===== src/rtl/csync_pkg.sv =====
`timescale 1ns/1ps
package csync_pkg;
   // one-cycle strobes marking the serial clock edge acted on this cycle
   typedef struct packed {
      logic fall;
      logic rise;
   } sck_evt_t;
endpackage


===== src/rtl/csync_clkgen.sv =====
`timescale 1ns/1ps
module csync_clkgen #(
   parameter int unsigned DATA_W      = 8,
   parameter int unsigned DIV_W       = 8,
   parameter int unsigned SYNC_STAGES = 2
) (
   input  logic                  clk,
   input  logic                  rst_n,
   input  logic                  int_sel,
   input  logic [DIV_W-1:0]      divisor,
   input  logic                  pending,
   input  logic                  sck_i,
   output csync_pkg::sck_evt_t   evt,
   output logic                  sck_o,
   output logic                  run
);
   localparam int unsigned HP_N = 2 * DATA_W;
   localparam int unsigned HP_W = $clog2(HP_N);

   generate
      if (SYNC_STAGES < 2) begin : g_bad_sync
         $error("csync_clkgen: SYNC_STAGES must be at least 2");
      end
      if (DIV_W < 1) begin : g_bad_div
         $error("csync_clkgen: DIV_W must be at least 1");
      end
   endgenerate

   // internal divider
   logic [DIV_W-1:0] cnt_q;
   logic [HP_W-1:0]  hp_q;
   logic             sck_q, run_q, term;
   logic             int_fall, int_rise;

   assign term     = run_q && (cnt_q == divisor);
   assign int_fall = term && sck_q;
   assign int_rise = term && !sck_q;

   always_ff @(posedge clk or negedge rst_n) begin
      if (!rst_n) begin
         cnt_q <= '0;
         hp_q  <= '0;
         sck_q <= 1'b1;
         run_q <= 1'b0;
      end else if (!int_sel) begin
         cnt_q <= '0;
         hp_q  <= '0;
         sck_q <= 1'b1;
         run_q <= 1'b0;
      end else if (!run_q) begin
         cnt_q <= '0;
         hp_q  <= '0;
         sck_q <= 1'b1;
         if (pending) run_q <= 1'b1;
      end else if (term) begin
         cnt_q <= '0;
         sck_q <= !sck_q;
         if (hp_q == HP_W'(HP_N - 1)) begin
            hp_q <= '0;
            if (!pending) run_q <= 1'b0;
         end else begin
            hp_q <= hp_q + HP_W'(1);
         end
      end else begin
         cnt_q <= cnt_q + DIV_W'(1);
      end
   end

   // external clock: synchronizer plus edge detect
   logic [SYNC_STAGES-1:0] sync_q;
   logic                   ext_prev_q, ext_now;
   logic                   ext_fall, ext_rise;

   always_ff @(posedge clk or negedge rst_n) begin
      if (!rst_n) begin
         sync_q     <= '1;
         ext_prev_q <= 1'b1;
      end else begin
         sync_q     <= {sync_q[SYNC_STAGES-2:0], sck_i};
         ext_prev_q <= sync_q[SYNC_STAGES-1];
      end
   end

   assign ext_now  = sync_q[SYNC_STAGES-1];
   assign ext_fall = ext_prev_q && !ext_now;
   assign ext_rise = !ext_prev_q && ext_now;

   always_comb begin
      if (int_sel) begin
         evt.fall = int_fall;
         evt.rise = int_rise;
      end else begin
         evt.fall = ext_fall;
         evt.rise = ext_rise;
      end
   end

   assign sck_o = sck_q;
   assign run   = run_q;
endmodule


===== src/rtl/csync_tx.sv =====
`timescale 1ns/1ps
module csync_tx #(
   parameter int unsigned DATA_W = 8
) (
   input  logic              clk,
   input  logic              rst_n,
   input  logic [DATA_W-1:0] wdata,
   input  logic              wr,
   input  logic              fall,
   output logic              empty,
   output logic              pending,
   output logic              sdo
);
   localparam int unsigned CNT_W = $clog2(DATA_W);
   localparam logic [CNT_W-1:0] LAST = CNT_W'(DATA_W - 1);

   logic [DATA_W-1:0] buf_q, sh_q;
   logic              buf_full_q, sh_valid_q, sdo_q;
   logic [CNT_W-1:0]  nbits_q;

   always_ff @(posedge clk or negedge rst_n) begin
      if (!rst_n) begin
         buf_q      <= '0;
         sh_q       <= '0;
         buf_full_q <= 1'b0;
         sh_valid_q <= 1'b0;
         nbits_q    <= '0;
         sdo_q      <= 1'b1;
      end else begin
         if (wr && !buf_full_q) begin
            buf_q      <= wdata;
            buf_full_q <= 1'b1;
         end
         if (!sh_valid_q && buf_full_q) begin
            sh_q       <= buf_q;
            buf_full_q <= 1'b0;
            sh_valid_q <= 1'b1;
            nbits_q    <= '0;
         end else if (sh_valid_q && fall) begin
            sdo_q   <= sh_q[0];
            sh_q    <= {1'b0, sh_q[DATA_W-1:1]};
            nbits_q <= nbits_q + CNT_W'(1);
            if (nbits_q == LAST) sh_valid_q <= 1'b0;
         end
      end
   end

   assign empty   = !buf_full_q;
   assign pending = buf_full_q || sh_valid_q;
   assign sdo     = sdo_q;
endmodule


===== src/rtl/csync_rx.sv =====
`timescale 1ns/1ps
module csync_rx #(
   parameter int unsigned DATA_W = 8
) (
   input  logic              clk,
   input  logic              rst_n,
   input  logic              rise,
   input  logic              sdi,
   input  logic              rd,
   output logic [DATA_W-1:0] rdata,
   output logic              full,
   output logic              ovr
);
   localparam int unsigned CNT_W = $clog2(DATA_W);
   localparam logic [CNT_W-1:0] LAST = CNT_W'(DATA_W - 1);

   logic [DATA_W-1:0] sh_q, buf_q, next_sh;
   logic [CNT_W-1:0]  nbits_q;
   logic              full_q, ovr_q, done;

   assign next_sh = {sdi, sh_q[DATA_W-1:1]};
   assign done    = rise && (nbits_q == LAST);

   always_ff @(posedge clk or negedge rst_n) begin
      if (!rst_n) begin
         sh_q    <= '0;
         buf_q   <= '0;
         nbits_q <= '0;
         full_q  <= 1'b0;
         ovr_q   <= 1'b0;
      end else begin
         if (rise) begin
            sh_q    <= next_sh;
            nbits_q <= done ? '0 : nbits_q + CNT_W'(1);
         end
         if (done && (!full_q || rd)) begin
            buf_q  <= next_sh;
            full_q <= 1'b1;
         end else if (rd) begin
            full_q <= 1'b0;
         end
         if (rd)                  ovr_q <= 1'b0;
         else if (done && full_q) ovr_q <= 1'b1;
      end
   end

   assign rdata = buf_q;
   assign full  = full_q;
   assign ovr   = ovr_q;
endmodule


===== src/rtl/csync_xcvr.sv =====
`timescale 1ns/1ps
module csync_xcvr #(
   parameter int unsigned DATA_W      = 8,
   parameter int unsigned DIV_W       = 8,
   parameter int unsigned SYNC_STAGES = 2
) (
   input  logic              clk,
   input  logic              rst_n,
   input  logic              int_clk_sel,
   input  logic [DIV_W-1:0]  divisor,
   input  logic [DATA_W-1:0] tx_data,
   input  logic              tx_wr,
   output logic              tx_empty,
   output logic [DATA_W-1:0] rx_data,
   input  logic              rx_rd,
   output logic              rx_full,
   output logic              rx_ovr,
   input  logic              sck_i,
   output logic              sck_o,
   output logic              sck_oe,
   output logic              sdo,
   input  logic              sdi
);
   generate
      if (DATA_W < 2) begin : g_bad_width
         $error("csync_xcvr: DATA_W must be at least 2");
      end
   endgenerate

   csync_pkg::sck_evt_t evt;
   logic                tx_pending, clk_run, fall_evt, rise_evt;

   csync_clkgen #(
      .DATA_W(DATA_W), .DIV_W(DIV_W), .SYNC_STAGES(SYNC_STAGES)
   ) u_clk (
      .clk(clk), .rst_n(rst_n), .int_sel(int_clk_sel), .divisor(divisor),
      .pending(tx_pending), .sck_i(sck_i), .evt(evt), .sck_o(sck_o),
      .run(clk_run)
   );

   assign fall_evt = evt.fall;
   assign rise_evt = evt.rise;

   csync_tx #(.DATA_W(DATA_W)) u_tx (
      .clk(clk), .rst_n(rst_n), .wdata(tx_data), .wr(tx_wr),
      .fall(fall_evt), .empty(tx_empty), .pending(tx_pending), .sdo(sdo)
   );

   csync_rx #(.DATA_W(DATA_W)) u_rx (
      .clk(clk), .rst_n(rst_n), .rise(rise_evt), .sdi(sdi), .rd(rx_rd),
      .rdata(rx_data), .full(rx_full), .ovr(rx_ovr)
   );

   assign sck_oe = int_clk_sel;
endmodule


===== config.mk =====
export PLATFORM = sky130hd
export DESIGN_NAME = csync_xcvr
export DESIGN_NICKNAME = d
export VERILOG_FILES = /design/src/rtl/csync_pkg.sv /design/src/rtl/csync_clkgen.sv /design/src/rtl/csync_tx.sv /design/src/rtl/csync_rx.sv /design/src/rtl/csync_xcvr.sv
export SDC_FILE = /design/constraint.sdc
export NUM_CORES = 1
export LEC_CHECK = 0
export BUFFER_PORTS_ARGS = -buffer_cell sky130_fd_sc_hd__buf_2
export CAP_MARGIN = 10
export CORE_MARGIN = 2
export CORE_UTILIZATION = 59
export CTS_BUF_LIST = sky130_fd_sc_hd__clkbuf_8
export CTS_CLUSTER_SIZE = 10
export DETAILED_ROUTE_END_ITERATION = 8
export GPL_TIMING_DRIVEN = 0
export PLACE_DENSITY_LB_ADDON = 0.2
export SLEW_MARGIN = 30
export SYNTH_ARGS = -nofsm -noshare
export SYNTH_HDL_FRONTEND = slang
export SYNTH_SLANG_ARGS = --single-unit
export TNS_END_PERCENT = 5

===== constraint.sdc =====
create_clock -name clk -period 2.2 [get_ports clk]
set_input_delay 0.66 -clock clk [delete_from_list [all_inputs] [get_ports clk]]
set_output_delay 0.66 -clock clk [all_outputs]
set_load 0.005 [all_outputs]

Yosys cells after proc, flatten, opt, wreduce, memory -nomap -nowiden
Cells that the tools add are included.

Register bits after elaboration: 60. Bits of input ports: 23. Output and inout port bits: 14. Logic and storage cells: 83.

Add/subtract/negate cells: 4. Equality and inequality tests: 5. Muxes and demuxes: 30. Bitwise logic cells: 1. Reductions and logical operators: 26.

Operators by type and width (number): $mux 8 (5); $mux 1 (17); $mux 4 (4); $logic_and 1x1->1 (11); $reduce_bool 2->1 (5); $mux 3 (3); $add 8x1->8 const B (1); $eq 8x8->1 (1); $add 3x1->3 const B (2); $eq 3x3->1 const B (2); $logic_not 1->1 (6); $add 4x1->4 const B (1); $eq 4x4->1 const B (1); $reduce_and 2->1 (2); $ne 3x3->1 const B (1); $logic_or 1x1->1 (2); $mux 2 (1); $not 1->1 (1).

Longest topological paths before layout
Depth after elaboration: 8. Depth in mapped cells: 6. Mapped depth without buffers: 5.

By module
Synthesis repeated with hierarchy kept, for this count alone.

Cells, all modules: 212. Area, all modules: 2737.6 sq um.

By module, submodules not included: csync_tx (instances 1, cells each 75, area each 1027.2 sq um, seq. area each 551.8 sq um); csync_clkgen (instances 1, cells each 86, area each 910.9 sq um, seq. area each 430.4 sq um); csync_rx (instances 1, cells each 50, area each 792.0 sq um, seq. area each 500.5 sq um); csync_xcvr (instances 1, cells each 1, area each 7.5 sq um, seq. area each 0.0 sq um).

Worst setup path before layout
Ideal clock, no wire load.

Path type: input to register. Start: input port divisor[4]. End: register u_rx.buf_q[0] (netlist: u_rx.rdata[0]). Library setup time: 0.128 ns. Data arrival time: 2.070 ns. Data required time: 2.072 ns. Setup slack: 0.002 ns. Stages on the path: 5. Path buffers: 0. Cell sequence: xor2_1 nor4_4 a31oi_2 nor2_4 mux2_1.

Longest elaborated chain between the ends: 6.

RTL lines: start: declaration (RTL line csync_xcvr.sv:10) `input logic [DIV_W-1:0] divisor,`; $eq 8x8->1 (RTL line csync_clkgen.sv:35) `assign term = run_q && (cnt_q == divisor);`; $logic_and 1x1->1 (RTL line csync_clkgen.sv:35); $logic_and 1x1->1 (RTL line csync_clkgen.sv:37) `assign int_rise = term && !sck_q;`; $mux 2 (RTL line csync_clkgen.sv:89) `if (int_sel) begin`; $logic_and 1x1->1 (RTL line csync_rx.sv:22) `assign done = rise && (nbits_q == LAST);`; $logic_and 1x1->1 (RTL line csync_rx.sv:36) `if (done && (!full_q || rd)) begin`; end signal: assignment (RTL line csync_rx.sv:37) `buf_q <= next_sh;`; end: declaration (RTL line csync_rx.sv:17) `logic [DATA_W-1:0] sh_q, buf_q, next_sh;`.

Every way passes these cells. A chain may end at the register's enable or synchronous reset.

Final worst setup path
Start: register u_tx.buf_full_q. End: output port tx_empty.

Longest elaborated chain between the ends: 1.

RTL lines: start: declaration (RTL line csync_tx.sv:18) `logic buf_full_q, sh_valid_q, sdo_q;`; start signal: assignment (RTL line csync_tx.sv:25) `buf_full_q <= 1'b0;`; start signal: assignment (RTL line csync_tx.sv:32) `buf_full_q <= 1'b1;`; start signal: assignment (RTL line csync_tx.sv:36) `buf_full_q <= 1'b0;`; $logic_not 1->1 (RTL line csync_tx.sv:48) `assign empty = !buf_full_q;`; end: declaration (RTL line csync_xcvr.sv:13) `output logic tx_empty,`.

Every way passes these cells.

==> qor.csv <==
stage;metric;value;unit
setup_path;path_max_fanout;10;
final_layout;layout-drive-gt1-share;25.4;%
timing;fin_hold_ws;0.351;ns
yosys;synthDistinctLibCells;42;
global_routing;grt_usage;21.4;%
detailed_routing;postRouteAntennaNets;0;
floorplanning;io_pins;37;
floorplanning;dieArea;0.00516;mm²
placed_design;dpl_cell_area;0.00296;mm²
power_and_ir_drop;power.internal;2.36;mW
status;status;complete, no violations;
setup_path;crit_path_start;u_tx.buf_full_q$_DFFE_PN0P_;
detailed_routing;wire_per_inst;14.2;µm
final_layout;syn2layout_area_growth;18.0;%
detailed_routing;viasPerCell;5.59;
setup_path;cp-endpoint;tx_empty;
yosys;syn_avg_cell_area;11.8;µm²
floorplanning;die_x;71.8;µm
final_layout;nets;308;
power_and_ir_drop;p_seq_share;47.8;%
floorplanning;core-area;0.00438;mm²
yosys;synthArstFlopShare;100;%
setup_path;r2r_slack;0.16;ns
timing;rsz0062_at_grt;false;
cts;clock_path_buffers;2;
power_and_ir_drop;powerDensity;1020;mW/mm²
yosys;netlist_instances;229;
hold_path;hold_path_class;reg -> reg;
power_and_ir_drop;ir_drop;0.623;mV
setup_path;worst-setup-path-type;reg -> out;
setup_path;worstSetupPathDepth;3;
timing;min_period_over_period;93.5;%
power_and_ir_drop;pwr-share-comb;20.7;%
timing;setup_violations;0;
setup_path;startpoint_type;flip-flop;
detailed_routing;totalWireLength;4770;µm
detailed_routing;drc;0;
yosys;synth_ff_type;dfrtp_1;
placed_design;portBuffers;36;
final_layout;fillers;322;
setup_path;worst_ep_required_time;1.54;ns
setup_path;path_buf_inv;3;
yosys;ys_ff_latch;59;
floorplanning;die_h;71.8;µm
cts;cts-buffers-inserted;9;
placed_design;gp_congestion;0.808;
yosys;synth_edf_count;0;
yosys;syn_nets;258;
floorplanning;initial_utilization;61.9;%
setup_path;path_cells;clkbuf_1, inv_2, buf_2;
final_layout;post-route-cell-area;0.00320;mm²
timing;fin_crit;2.06;ns
global_routing;grt_max_degree;60;
power_and_ir_drop;clkPwrFrac;31.5;%
yosys;yosys_warnings;0;
detailed_routing;dr.pass1.iters;4;
setup_path;cpMaxStageDelayCell;dfrtp_1;
floorplanning;row_count;24;
timing;fmax;486;MHz
cts;ctsHtreeMaxLevel;3;
setup_path;worstRegToRegCells;8;
hold_path;min_delay_path_depth;0;
final_layout;diodes;0;
placed_design;place_hpwl;3270;µm
global_routing;grt_pass1_vias;1871;
detailed_routing;num_vias;1877;
timing;tightest_slew;0.707;ns
setup_path;critPathMaxStageDelay;0.38;ns
timing;hold_viol;0;
final_layout;final_common_cell;dfrtp_1;
power_and_ir_drop;p_sw_share;27.9;%
cts;clk_latency;0.33;ns
power_and_ir_drop;p_sw;0.916;mW
final_layout;mostFrequentLayoutCells;54 x dfrtp_1, 37 x buf_2, 18 x mux2_1, 16 x nor2_1, 15 x xor2_1;
setup_path;r2r-start;u_clk.cnt_q[0]$_DFF_PN0_;
yosys;synth-seq-area-share;54.7;%
setup_path;critPathCaptureType;output pin;
cts;ctsRootBufferMaster;clkbuf_8;
cts;clock_sinks;59;
timing;maxSlewViolCount;0;
timing;skew;0.00804;ns
setup_path;critPathTopFamily;buffers and inverters;
power_and_ir_drop;p_leak;1.57;nW
global_routing;grt_pass1_wl;8330;µm
yosys;netlist_area;0.00271;mm²
setup_path;crit_arrival;1.40;ns
cts;clkSlewWorstSetupHoldPaths;0.07;ns
global_routing;antenna_found_initial;0;
setup_path;r2r_end;u_tx.sh_q[1]$_DFFE_PN0P_;
detailed_routing;drt_iter0_markers;104;
cts;cts_tree;yes;
timing;slew_headroom;52.9;%
global_routing;grt_overflow;0;
job;drv_cap;0;
cells in the mapped netlist, types with 3 or more instances:
cell type,instances,share of area [%]
clkbuf_1,4,0.55
nand3_1,11,2.0
dfrtp_1,54,50
mux2_1,18,7.5
inv_1,7,0.97
and2_1,6,1.4
xor2_1,15,4.8
and3_1,3,0.69
mux2_2,5,2.1
a211oi_1,7,1.9
a21oi_1,10,1.8
dfstp_2,5,4.8
mux2i_1,9,3.3
nand2_1,12,1.7
o21ai_1,9,1.7
ha_1,6,2.8
a21o_1,3,0.83
nor2_1,16,2.2
how the worst min path moves through the flow:
stage / from / endpoint / slack (ns)
floorplan: u_clk.sync_q[0]$_DFF_PN1_ / u_clk.sync_q[1]$_DFF_PN1_ / 0.35
global placement: u_clk.sync_q[0]$_DFF_PN1_ / u_clk.sync_q[1]$_DFF_PN1_ / 0.35
detailed placement: u_clk.sync_q[0]$_DFF_PN1_ / u_clk.sync_q[1]$_DFF_PN1_ / 0.35
CTS: u_clk.sync_q[0]$_DFF_PN1_ / u_clk.sync_q[1]$_DFF_PN1_ / 0.35
global route: u_clk.sync_q[0]$_DFF_PN1_ / u_clk.sync_q[1]$_DFF_PN1_ / 0.36
finish: u_clk.sync_q[0]$_DFF_PN1_ / u_clk.sync_q[1]$_DFF_PN1_ / 0.35
per-layer routing:
metal | vias up | global-route usage, % | share of wire, %
met4 | 0 | 7.13 | 1.1
met1 | 930 | 28.3 | 47
li1 | 908 | - | -
met2 | 32 | 32.2 | 48
met5 | - | 0 | 0
met3 | 7 | 8.72 | 3.8
kinds of logic (layout without fill, tap and decap cells):
group,Yosys count,count (layout),share of synthesized area [%]
AND/OR/NAND/NOR,60,60,12.3
adder cells (fa/ha/maj),6,6,2.77
AO/OA/AOI/OAI,40,40,9.64
flip-flops,59,59,54.7
buffers and inverters,15,70,2.31
multiplexers,32,32,12.9
XOR/XNOR,17,17,5.49
registers in the layout, summed over array words and instances, names as in the netlist:
register	flops
u_rx.rdata	8
u_clk.sck_o	1
u_rx.full	1
u_tx.sdo	1
u_tx.sh_q	8
u_clk.hp_q	4
u_tx.nbits_q	3
u_tx.buf_full_q	1
u_rx.ovr	1
u_tx.sh_valid_q	1
u_clk.sync_q	2
u_clk.cnt_q	8
u_tx.buf_q	8
u_rx.nbits_q	3
u_clk.run	1
u_clk.ext_prev_q	1
u_rx.sh_q	7
layout make-up:
class                           count  area [µm²]  area share, %
Buffer                              7        32.5           1.02
Clock buffer                        9         124           3.87
Clock inverter                      7        85.1           2.66
Inverter                            8        30.0          0.938
Multi-Input combinational cell    155        1180           36.7
Sequential cell                    59        1480           46.3
Tap cell                           52        65.1           2.03
Timing Repair Buffer               39         205           6.41
per-stage QoR:
stage	std cells	setup WS, ns	TNS (ns)	power [mW]	utilization (%)
2_1_floorplan	229	0.00236	0	2.05	-
3_3_place_gp	317	-0.382	-5.11	2.23	67.5
3_5_place_dp	317	-0.383	-5.29	2.27	67.5
4_1_cts	333	0.0238	0	3.31	72.5
5_1_grt	336	0.0235	0	3.49	73.0
6_report	336	0.144	0	3.28	73.0
power by group through the flow:
stage	Clock, mW	Sequential [mW]	Combinational [mW]
global route	1.10	1.61	0.781
floorplan	0	1.53	0.513
finish	1.03	1.57	0.679
CTS	1.05	1.57	0.688
detailed placement	0	1.59	0.688
global placement	0	1.57	0.661
timing repair:
action	4_1_cts	5_1_grt
buffers inserted	0	3
setup endpoints to repair	8	9
hold buffers	0	0
gates resized for setup	1	0
pin swaps	1	2
Note: power is estimated with default switching activity, not from simulation.
